==> src/rtl/vidcap_pkg.sv <==
package vidcap_pkg;
    typedef enum logic {
        CAP_WAIT,
        CAP_RUN
    } cap_state_e;

    typedef enum logic [2:0] {
        FR_IDLE,
        FR_CTL_KIND,
        FR_CTL_WIDTH,
        FR_CTL_HEIGHT,
        FR_IMG_KIND,
        FR_PIXELS
    } frm_state_e;

    localparam logic [3:0] KIND_CONTROL = 4'hF;
    localparam logic [3:0] KIND_IMAGE   = 4'h0;
endpackage

==> src/rtl/vidcap_fifo.sv <==
module vidcap_fifo #(
    parameter int EW    = 25,
    parameter int DEPTH = 64,
    localparam int AW   = $clog2(DEPTH),
    localparam int CW   = AW + 1
) (
    input  logic          clk,
    input  logic          rst_n,
    input  logic          wr_en,
    input  logic [EW-1:0] wr_word,
    input  logic          rd_en,
    output logic [EW-1:0] head_word,
    output logic [CW-1:0] count,
    output logic          empty
);
    typedef struct packed {
        logic [AW-1:0] wp;
        logic [AW-1:0] rp;
        logic [CW-1:0] cnt;
    } ptr_t;

    ptr_t ptr_d, ptr_q;
    logic [EW-1:0] mem_q [DEPTH];
    logic do_wr, do_rd;

    always_comb begin
        ptr_d = ptr_q;
        do_wr = wr_en && (int'(ptr_q.cnt) < DEPTH);
        do_rd = rd_en && (ptr_q.cnt != '0);
        if (do_wr) ptr_d.wp = ptr_q.wp + 1'b1;
        if (do_rd) ptr_d.rp = ptr_q.rp + 1'b1;
        case ({do_wr, do_rd})
            2'b10:   ptr_d.cnt = ptr_q.cnt + 1'b1;
            2'b01:   ptr_d.cnt = ptr_q.cnt - 1'b1;
            default: ptr_d.cnt = ptr_q.cnt;
        endcase
    end

    always_ff @(posedge clk) begin
        if (!rst_n) ptr_q <= '0;
        else        ptr_q <= ptr_d;
    end

    always_ff @(posedge clk) begin
        if (do_wr) mem_q[ptr_q.wp] <= wr_word;
    end

    assign head_word = mem_q[ptr_q.rp];
    assign count     = ptr_q.cnt;
    assign empty     = (ptr_q.cnt == '0);

    // the writer never pushes into a full store
    p_no_overflow_r4: assert property (@(posedge clk) disable iff (!rst_n)
        wr_en |-> (int'(count) < DEPTH));
endmodule

==> src/rtl/vidcap_writer.sv <==
module vidcap_writer
    import vidcap_pkg::*;
#(
    parameter int DW       = 24,
    parameter int LINE_PIX = 720,
    parameter int LINES    = 288,
    parameter int DEPTH    = 64,
    parameter int TW       = 16,
    localparam int CW      = $clog2(DEPTH) + 1,
    localparam int NPIX    = LINE_PIX * LINES,
    localparam int PCW     = $clog2(NPIX + 1)
) (
    input  logic          clk,
    input  logic          rst_n,
    input  logic          pix_valid,
    input  logic [DW-1:0] pix_data,
    input  logic          field_start,
    input  logic          locked,
    input  logic [CW-1:0] fifo_count,
    output logic          wr_en,
    output logic [DW:0]   wr_word,
    output logic          ovf_flag,
    output logic [TW-1:0] trunc_count
);
    typedef struct packed {
        cap_state_e     st;
        logic [PCW-1:0] npix;
        logic           ovf;
        logic [TW-1:0]  trunc;
    } wr_t;

    wr_t w_d, w_q;
    logic early;

    always_comb begin
        w_d     = w_q;
        wr_en   = 1'b0;
        wr_word = '0;
        early   = 1'b0;
        case (w_q.st)
            CAP_WAIT: begin
                if (pix_valid && field_start && locked) begin
                    if (int'(fifo_count) <= DEPTH - 2) begin
                        wr_en   = 1'b1;
                        wr_word = {(NPIX == 1), pix_data};
                        w_d.npix = PCW'(1);
                        w_d.st   = (NPIX == 1) ? CAP_WAIT : CAP_RUN;
                    end else begin
                        w_d.ovf = 1'b1;
                    end
                end
            end
            CAP_RUN: begin
                if (!locked) begin
                    wr_en   = 1'b1;
                    wr_word = {1'b1, {DW{1'b0}}};
                    early   = 1'b1;
                    w_d.st  = CAP_WAIT;
                end else if (pix_valid) begin
                    wr_en   = 1'b1;
                    wr_word = {1'b0, pix_data};
                    w_d.npix = w_q.npix + 1'b1;
                    if (w_q.npix == PCW'(NPIX - 1)) begin
                        wr_word[DW] = 1'b1;
                        w_d.st      = CAP_WAIT;
                    end else if (int'(fifo_count) == DEPTH - 1) begin
                        wr_word[DW] = 1'b1;
                        w_d.ovf     = 1'b1;
                        early       = 1'b1;
                        w_d.st      = CAP_WAIT;
                    end
                end
            end
            default: w_d.st = CAP_WAIT;
        endcase
        if (early && (w_q.trunc != '1)) w_d.trunc = w_q.trunc + 1'b1;
    end

    always_ff @(posedge clk) begin
        if (!rst_n) begin
            w_q.st    <= CAP_WAIT;
            w_q.npix  <= '0;
            w_q.ovf   <= 1'b0;
            w_q.trunc <= '0;
        end else begin
            w_q <= w_d;
        end
    end

    assign ovf_flag    = w_q.ovf;
    assign trunc_count = w_q.trunc;

    // while a field is being captured, one slot is always kept free
    p_room_r4: assert property (@(posedge clk) disable iff (!rst_n)
        (w_q.st == CAP_RUN) |-> (int'(fifo_count) <= DEPTH - 1));
    // the overflow flag never clears
    p_sticky_r7: assert property (@(posedge clk) disable iff (!rst_n)
        ovf_flag |=> ovf_flag);
    // the truncation count never decreases
    p_trunc_mono_r8: assert property (@(posedge clk) disable iff (!rst_n)
        1'b1 |=> (trunc_count >= $past(trunc_count)));
endmodule

==> src/rtl/vidcap_framer.sv <==
module vidcap_framer
    import vidcap_pkg::*;
#(
    parameter int DW       = 24,
    parameter int LINE_PIX = 720,
    parameter int LINES    = 288
) (
    input  logic          clk,
    input  logic          rst_n,
    input  logic          fifo_empty,
    input  logic [DW:0]   head_word,
    input  logic          out_ready,
    output logic          rd_en,
    output logic [DW-1:0] out_data,
    output logic          out_valid,
    output logic          out_sop,
    output logic          out_eop
);
    typedef struct packed {
        frm_state_e st;
    } fr_t;

    fr_t f_d, f_q;

    always_comb begin
        f_d       = f_q;
        rd_en     = 1'b0;
        out_data  = '0;
        out_valid = 1'b0;
        out_sop   = 1'b0;
        out_eop   = 1'b0;
        case (f_q.st)
            FR_IDLE: begin
                if (!fifo_empty) f_d.st = FR_CTL_KIND;
            end
            FR_CTL_KIND: begin
                out_valid = 1'b1;
                out_sop   = 1'b1;
                out_data  = DW'(KIND_CONTROL);
                if (out_ready) f_d.st = FR_CTL_WIDTH;
            end
            FR_CTL_WIDTH: begin
                out_valid = 1'b1;
                out_data  = DW'(LINE_PIX);
                if (out_ready) f_d.st = FR_CTL_HEIGHT;
            end
            FR_CTL_HEIGHT: begin
                out_valid = 1'b1;
                out_eop   = 1'b1;
                out_data  = DW'(LINES);
                if (out_ready) f_d.st = FR_IMG_KIND;
            end
            FR_IMG_KIND: begin
                out_valid = 1'b1;
                out_sop   = 1'b1;
                out_data  = DW'(KIND_IMAGE);
                if (out_ready) f_d.st = FR_PIXELS;
            end
            FR_PIXELS: begin
                out_valid = !fifo_empty;
                out_data  = head_word[DW-1:0];
                out_eop   = head_word[DW];
                rd_en     = out_valid && out_ready;
                if (rd_en && head_word[DW]) f_d.st = FR_IDLE;
            end
            default: f_d.st = FR_IDLE;
        endcase
    end

    always_ff @(posedge clk) begin
        if (!rst_n) f_q.st <= FR_IDLE;
        else        f_q    <= f_d;
    end

    // a stalled beat is held unchanged
    p_hold_r10: assert property (@(posedge clk) disable iff (!rst_n)
        (out_valid && !out_ready) |=> (out_valid && $stable(out_data) && $stable(out_eop)));
    // every packet opens with a type word
    p_sop_kind_r2: assert property (@(posedge clk) disable iff (!rst_n)
        (out_valid && out_sop) |-> (out_data == DW'(KIND_CONTROL) || out_data == DW'(KIND_IMAGE)));
endmodule

==> src/rtl/vidcap_packetizer.sv <==
module vidcap_packetizer #(
    parameter int DW       = 24,
    parameter int LINE_PIX = 720,
    parameter int LINES    = 288,
    parameter int DEPTH    = 64,
    parameter int TW       = 16,
    localparam int CW      = $clog2(DEPTH) + 1
) (
    input  logic          clk,
    input  logic          rst_n,
    input  logic          pix_valid,
    input  logic [DW-1:0] pix_data,
    input  logic          field_start,
    input  logic          locked,
    output logic [DW-1:0] out_data,
    output logic          out_valid,
    input  logic          out_ready,
    output logic          out_sop,
    output logic          out_eop,
    output logic          ovf_flag,
    output logic [TW-1:0] trunc_count
);
    logic          wr_en, rd_en, fifo_empty;
    logic [DW:0]   wr_word, head_word;
    logic [CW-1:0] fifo_count;

    vidcap_writer #(
        .DW(DW), .LINE_PIX(LINE_PIX), .LINES(LINES), .DEPTH(DEPTH), .TW(TW)
    ) u_writer (
        .clk(clk), .rst_n(rst_n), .pix_valid(pix_valid), .pix_data(pix_data),
        .field_start(field_start), .locked(locked), .fifo_count(fifo_count),
        .wr_en(wr_en), .wr_word(wr_word), .ovf_flag(ovf_flag),
        .trunc_count(trunc_count)
    );

    vidcap_fifo #(.EW(DW + 1), .DEPTH(DEPTH)) u_fifo (
        .clk(clk), .rst_n(rst_n), .wr_en(wr_en), .wr_word(wr_word),
        .rd_en(rd_en), .head_word(head_word), .count(fifo_count),
        .empty(fifo_empty)
    );

    vidcap_framer #(.DW(DW), .LINE_PIX(LINE_PIX), .LINES(LINES)) u_framer (
        .clk(clk), .rst_n(rst_n), .fifo_empty(fifo_empty), .head_word(head_word),
        .out_ready(out_ready), .rd_en(rd_en), .out_data(out_data),
        .out_valid(out_valid), .out_sop(out_sop), .out_eop(out_eop)
    );
endmodule

==> config.mk <==
export PLATFORM = sky130hd
export DESIGN_NAME = vidcap_packetizer
export DESIGN_NICKNAME = d
export VERILOG_FILES = /design/src/rtl/vidcap_pkg.sv /design/src/rtl/vidcap_fifo.sv /design/src/rtl/vidcap_writer.sv /design/src/rtl/vidcap_framer.sv /design/src/rtl/vidcap_packetizer.sv
export SDC_FILE = /design/constraint.sdc
export NUM_CORES = 2
export LEC_CHECK = 0
export BUFFER_PORTS_ARGS = -buffer_cell sky130_fd_sc_hd__buf_2
export CAP_MARGIN = 20
export CORE_MARGIN = 10
export CORE_UTILIZATION = 60
export CTS_BUF_LIST = sky130_fd_sc_hd__clkbuf_16
export DETAILED_ROUTE_END_ITERATION = 8
export PLACE_DENSITY = 0.76
export SLEW_MARGIN = 25
export SYNTH_ARGS = -nofsm -noshare
export SYNTH_HDL_FRONTEND = slang
export SYNTH_HIERARCHICAL = 1
export SYNTH_SLANG_ARGS = --single-unit
==> constraint.sdc <==
create_clock -name clk -period 5.57 [get_ports clk]
set_input_delay 1.3925 -clock clk [delete_from_list [all_inputs] [get_ports clk]]
set_output_delay 1.3925 -clock clk [all_outputs]
set_load 0.01 [all_outputs]
==> flow_summary.yaml <==
cts:
  clkTransAtPathRegs_ns: 0.06
  cts_max_path_buffers: 3
  tritoncts: "done"
  cts.sinks: 1664
  htree_levels: 4
  clk_latency_ns: 0.77
  root_buffer: "clkbuf_16"
  cts_buffers: 160
  holdBufCountCts: 0
sta:
  fin_crit_sh: 0.987
  fin_tns_setup_ns: 0
  setup_viol: 0
  final_max_slew_viol_count: 0
  min_period_ns: 5.50
  whs_ns: 0.494
  max_freq_mhz: 182
  rsz0062_at_grt: "false"
  tightest_slew_ns: 1.04
  skew_ns: 0.0329
  finalHoldViolations: 0
  relSlewSlack: 0.307
routing:
  dr.pass1.iters: 6
  routedWlPerCell_um: 33.1
  drtIter0Drc: 4734
  drc: 0
  drtAntennaViolNets: 0
  wl_um: 159000
  vias_per_cell: 6.81
  num_vias: 32600
synth:
  synth_top_area_share: 0.739
  ys_warn_count: 6
  avgSynthCellArea_um2: 21.5
  synth_ff_type: "edfxtp_1"
  synth_area_leaders: "edfxtp_1 74%, mux4_2 13%, mux2i_1 2.0%"
  netlist_instances: 3023
  ys_types: 81
  yosysSeqAreaShare: 0.759
  synth_edf_count: 1600
  async_flop_share: 0
  synth.net_count: 3060
  synth_area_um2: 65000
  yosysTopAreaCell: "edfxtp_1"
  ys_seq_elements: 1664
cells_and_area:
  layout-drive-gt1-share: 0.285
  fillers: 6297
  layout.cells.non_filler: 4792
  design_area_um2: 72800
  syn2layout_area_growth_pct: 12.0
  nNetsFinal: 3282
setup_path:
  slowest_delay_ns: 0.81
  setup.worst_path.start_class: "flip-flop"
  cp_max_fo: 29
  cp_data_required_time_ns: 4.18
  cp_slowest_cell: "a311oi_1"
  worst-setup-path-type: "reg -> out"
  reg2reg_depth: 12
  cp.buffers_inverters: 2
  critPathTopFamily: "compound AO/OA/AOI/OAI gates"
  endpoint_kind: "output port"
  path_cells: "buf_12 > mux2i_1 > o21ai_0 > a311oi_1 > o31ai_1 > and2_1 > buf_2"
  cp.arrival_ns: 4.11
  cp_num_cells: 7
pwr:
  p_leak_nw: 20.8
  ir_drop_uv: 236
  swShare: 0.198
  pwr-share-comb: 0.014
  power_frac_seq: 0.559
  p_clk_frac: 0.427
  power_density_nw_per_um2: 336
  p_int_mw: 19.6
  p_total_mw: 24.4
  p_sw_mw: 4.83
place:
  gp_congestion: 0.979
  placed_area_um2: 67700
  portBuffers: 73
  placed_cells: 4484
  hpwlAfterDp_um: 93300
floorplanning:
  initial_core_util: 0.606
  fp.dieH_um: 349
  dieArea_um2: 122000
  num_rows: 120
  core-area_um2: 107000
  io_pins: 74
  die_w_um: 349
global_routing:
  grt_max_degree: 65
  grt_pass1_wl_um: 230000
  grt_pass1_vias: 32900
  grt_usage: 0.260
  antenna_found_initial: 10
  grt_overflow: 0
worst_hold_path:
  min_path_type: "reg -> reg"
  holdPathStages: 2
flow_run:
  maxCapViolations: 0
status:
  status: "complete, no violations"
[per-stage QoR]
| stage | setup WS [ns] | utilization |
|---|---|---|
| after floorplan | 0.725 | - |
| after global placement | 0.913 | 0.630 |
| after detailed placement | 0.758 | 0.630 |
| after CTS | 0.0360 | 0.678 |
| after global routing | 0.000221 | 0.678 |
| final | 0.0718 | 0.678 |
[worst register-to-register path: stages (launching register included)]
cell and delay, ns:
dfxtp_1 0.77, inv_1 0.44, nor4b_1 0.39, buf_4 0.20, o41a_1 0.36, ha_1 0.25, xor2_1 0.19, ha_1 0.27
and3b_1 0.19, o21ai_1 0.11, o31a_1 0.33, or4_1 0.47, a21boi_0 0.21
[timing repair]
item,4_1_cts,5_1_grt
buffers inserted,0,2
setup endpoints to repair,0,4
resized for setup,0,2
endpoints found under the hold margin,0,0
[power by group through the flow]
stage	sequential, mW	combinational (mW)	clock [mW]
4_1_cts	13.7	0.335	10.5
5_1_grt	13.7	0.357	11.0
6_report	13.7	0.343	10.4
3_5_place_dp	13.9	0.331	0
2_1_floorplan	13.9	0.163	0
3_3_place_gp	13.9	0.314	0
[worst paths after layout]
kind | startpoint | to | slack [ns]
setup / recovery | flip-flop | out_data[19] | 0.07
hold / removal | u_writer/trunc_count[11]$_SDFFE_PN0P_ | u_writer/trunc_count[11]$_SDFFE_PN0P_ | 0.49
setup reg to reg | u_framer/f_q[2]$_SDFFE_PN0P_ | u_fifo/count[6]$_SDFFE_PN0P_ | 1.31
hold reg to reg | u_writer/trunc_count[11]$_SDFFE_PN0P_ | u_writer/trunc_count[11]$_SDFFE_PN0P_ | 0.49
[cell usage after synthesis, drive strengths merged, types with 18 or more instances]
library cell	instances
nand2	54
o22ai	61
mux4	400
and2	54
clkbuf	45
dfxtp	64
a21oi	22
and4	18
a22oi	60
nand3	22
buf	135
edfxtp	1600
mux2i	133
nor2	102
o21ai	19
[final cells by class]
class,instances,area [µm²],share of cell area
well taps,1403,1760,0.0241
inverters,11,41.3,0.000567
flip-flops and latches,1664,49300,0.678
clock buffers,162,4050,0.0557
clock inverters,134,1000,0.0137
multi-input cells,1168,14700,0.202
repair buffers,240,1880,0.0258
diodes,10,25.0,0.000344
[sequential cells by signal, indices dropped and copies added (netlist names), named ones only]
| signal | flops |
|---|---|
| u_fifo/count | 7 |
| u_fifo/ptr_q | 12 |
| u_writer/ovf_flag | 1 |
| u_writer/trunc_count | 16 |
| u_writer/w_q | 19 |
| u_framer/f_q | 3 |
| u_fifo/mem_q | 1600 |
[kinds of logic (layout without fill, tap and decap cells)]
group,Yosys count,count (layout),share of synthesized area
compound gates,232,232,0.0260
mux,534,534,0.160
fa+ha+maj,7,7,0.00135
other cells,0,10,0
simple gates,367,367,0.0314
xor+xnor,28,28,0.00377
buf+inv,191,547,0.0183
flops,1664,1664,0.759
[layer usage]
metal  up-vias  part of all wire  global-route usage
li1      13200                 -                   -
met1     16900              0.36               0.355
met2      2205              0.48               0.412
met3       321              0.12              0.0636
met4         4             0.035              0.0916
met5         -           0.00016                   0
[placed cells by master (no fill, tap or decap), types with 17 or more instances in the layout]
master,synthesis,routed
and2_1,52,28
buf_12,1,19
clkbuf_16,0,162
nor2_2,0,64
mux4_1,20,20
mux4_2,380,380
and2_2,1,24
a22oi_1,60,60
nand2_1,52,52
inv_1,11,47
clkinv_2,0,24
edfxtp_1,1600,1600
buf_4,50,146
nand3_1,21,21
and4_1,17,17
a21oi_1,22,22
clkinv_1,0,41
nor2_1,101,37
o22ai_1,61,61
dfxtp_1,64,60
buf_2,48,73
mux2i_1,133,133
Note: power is estimated with default switching activity, not from simulation.
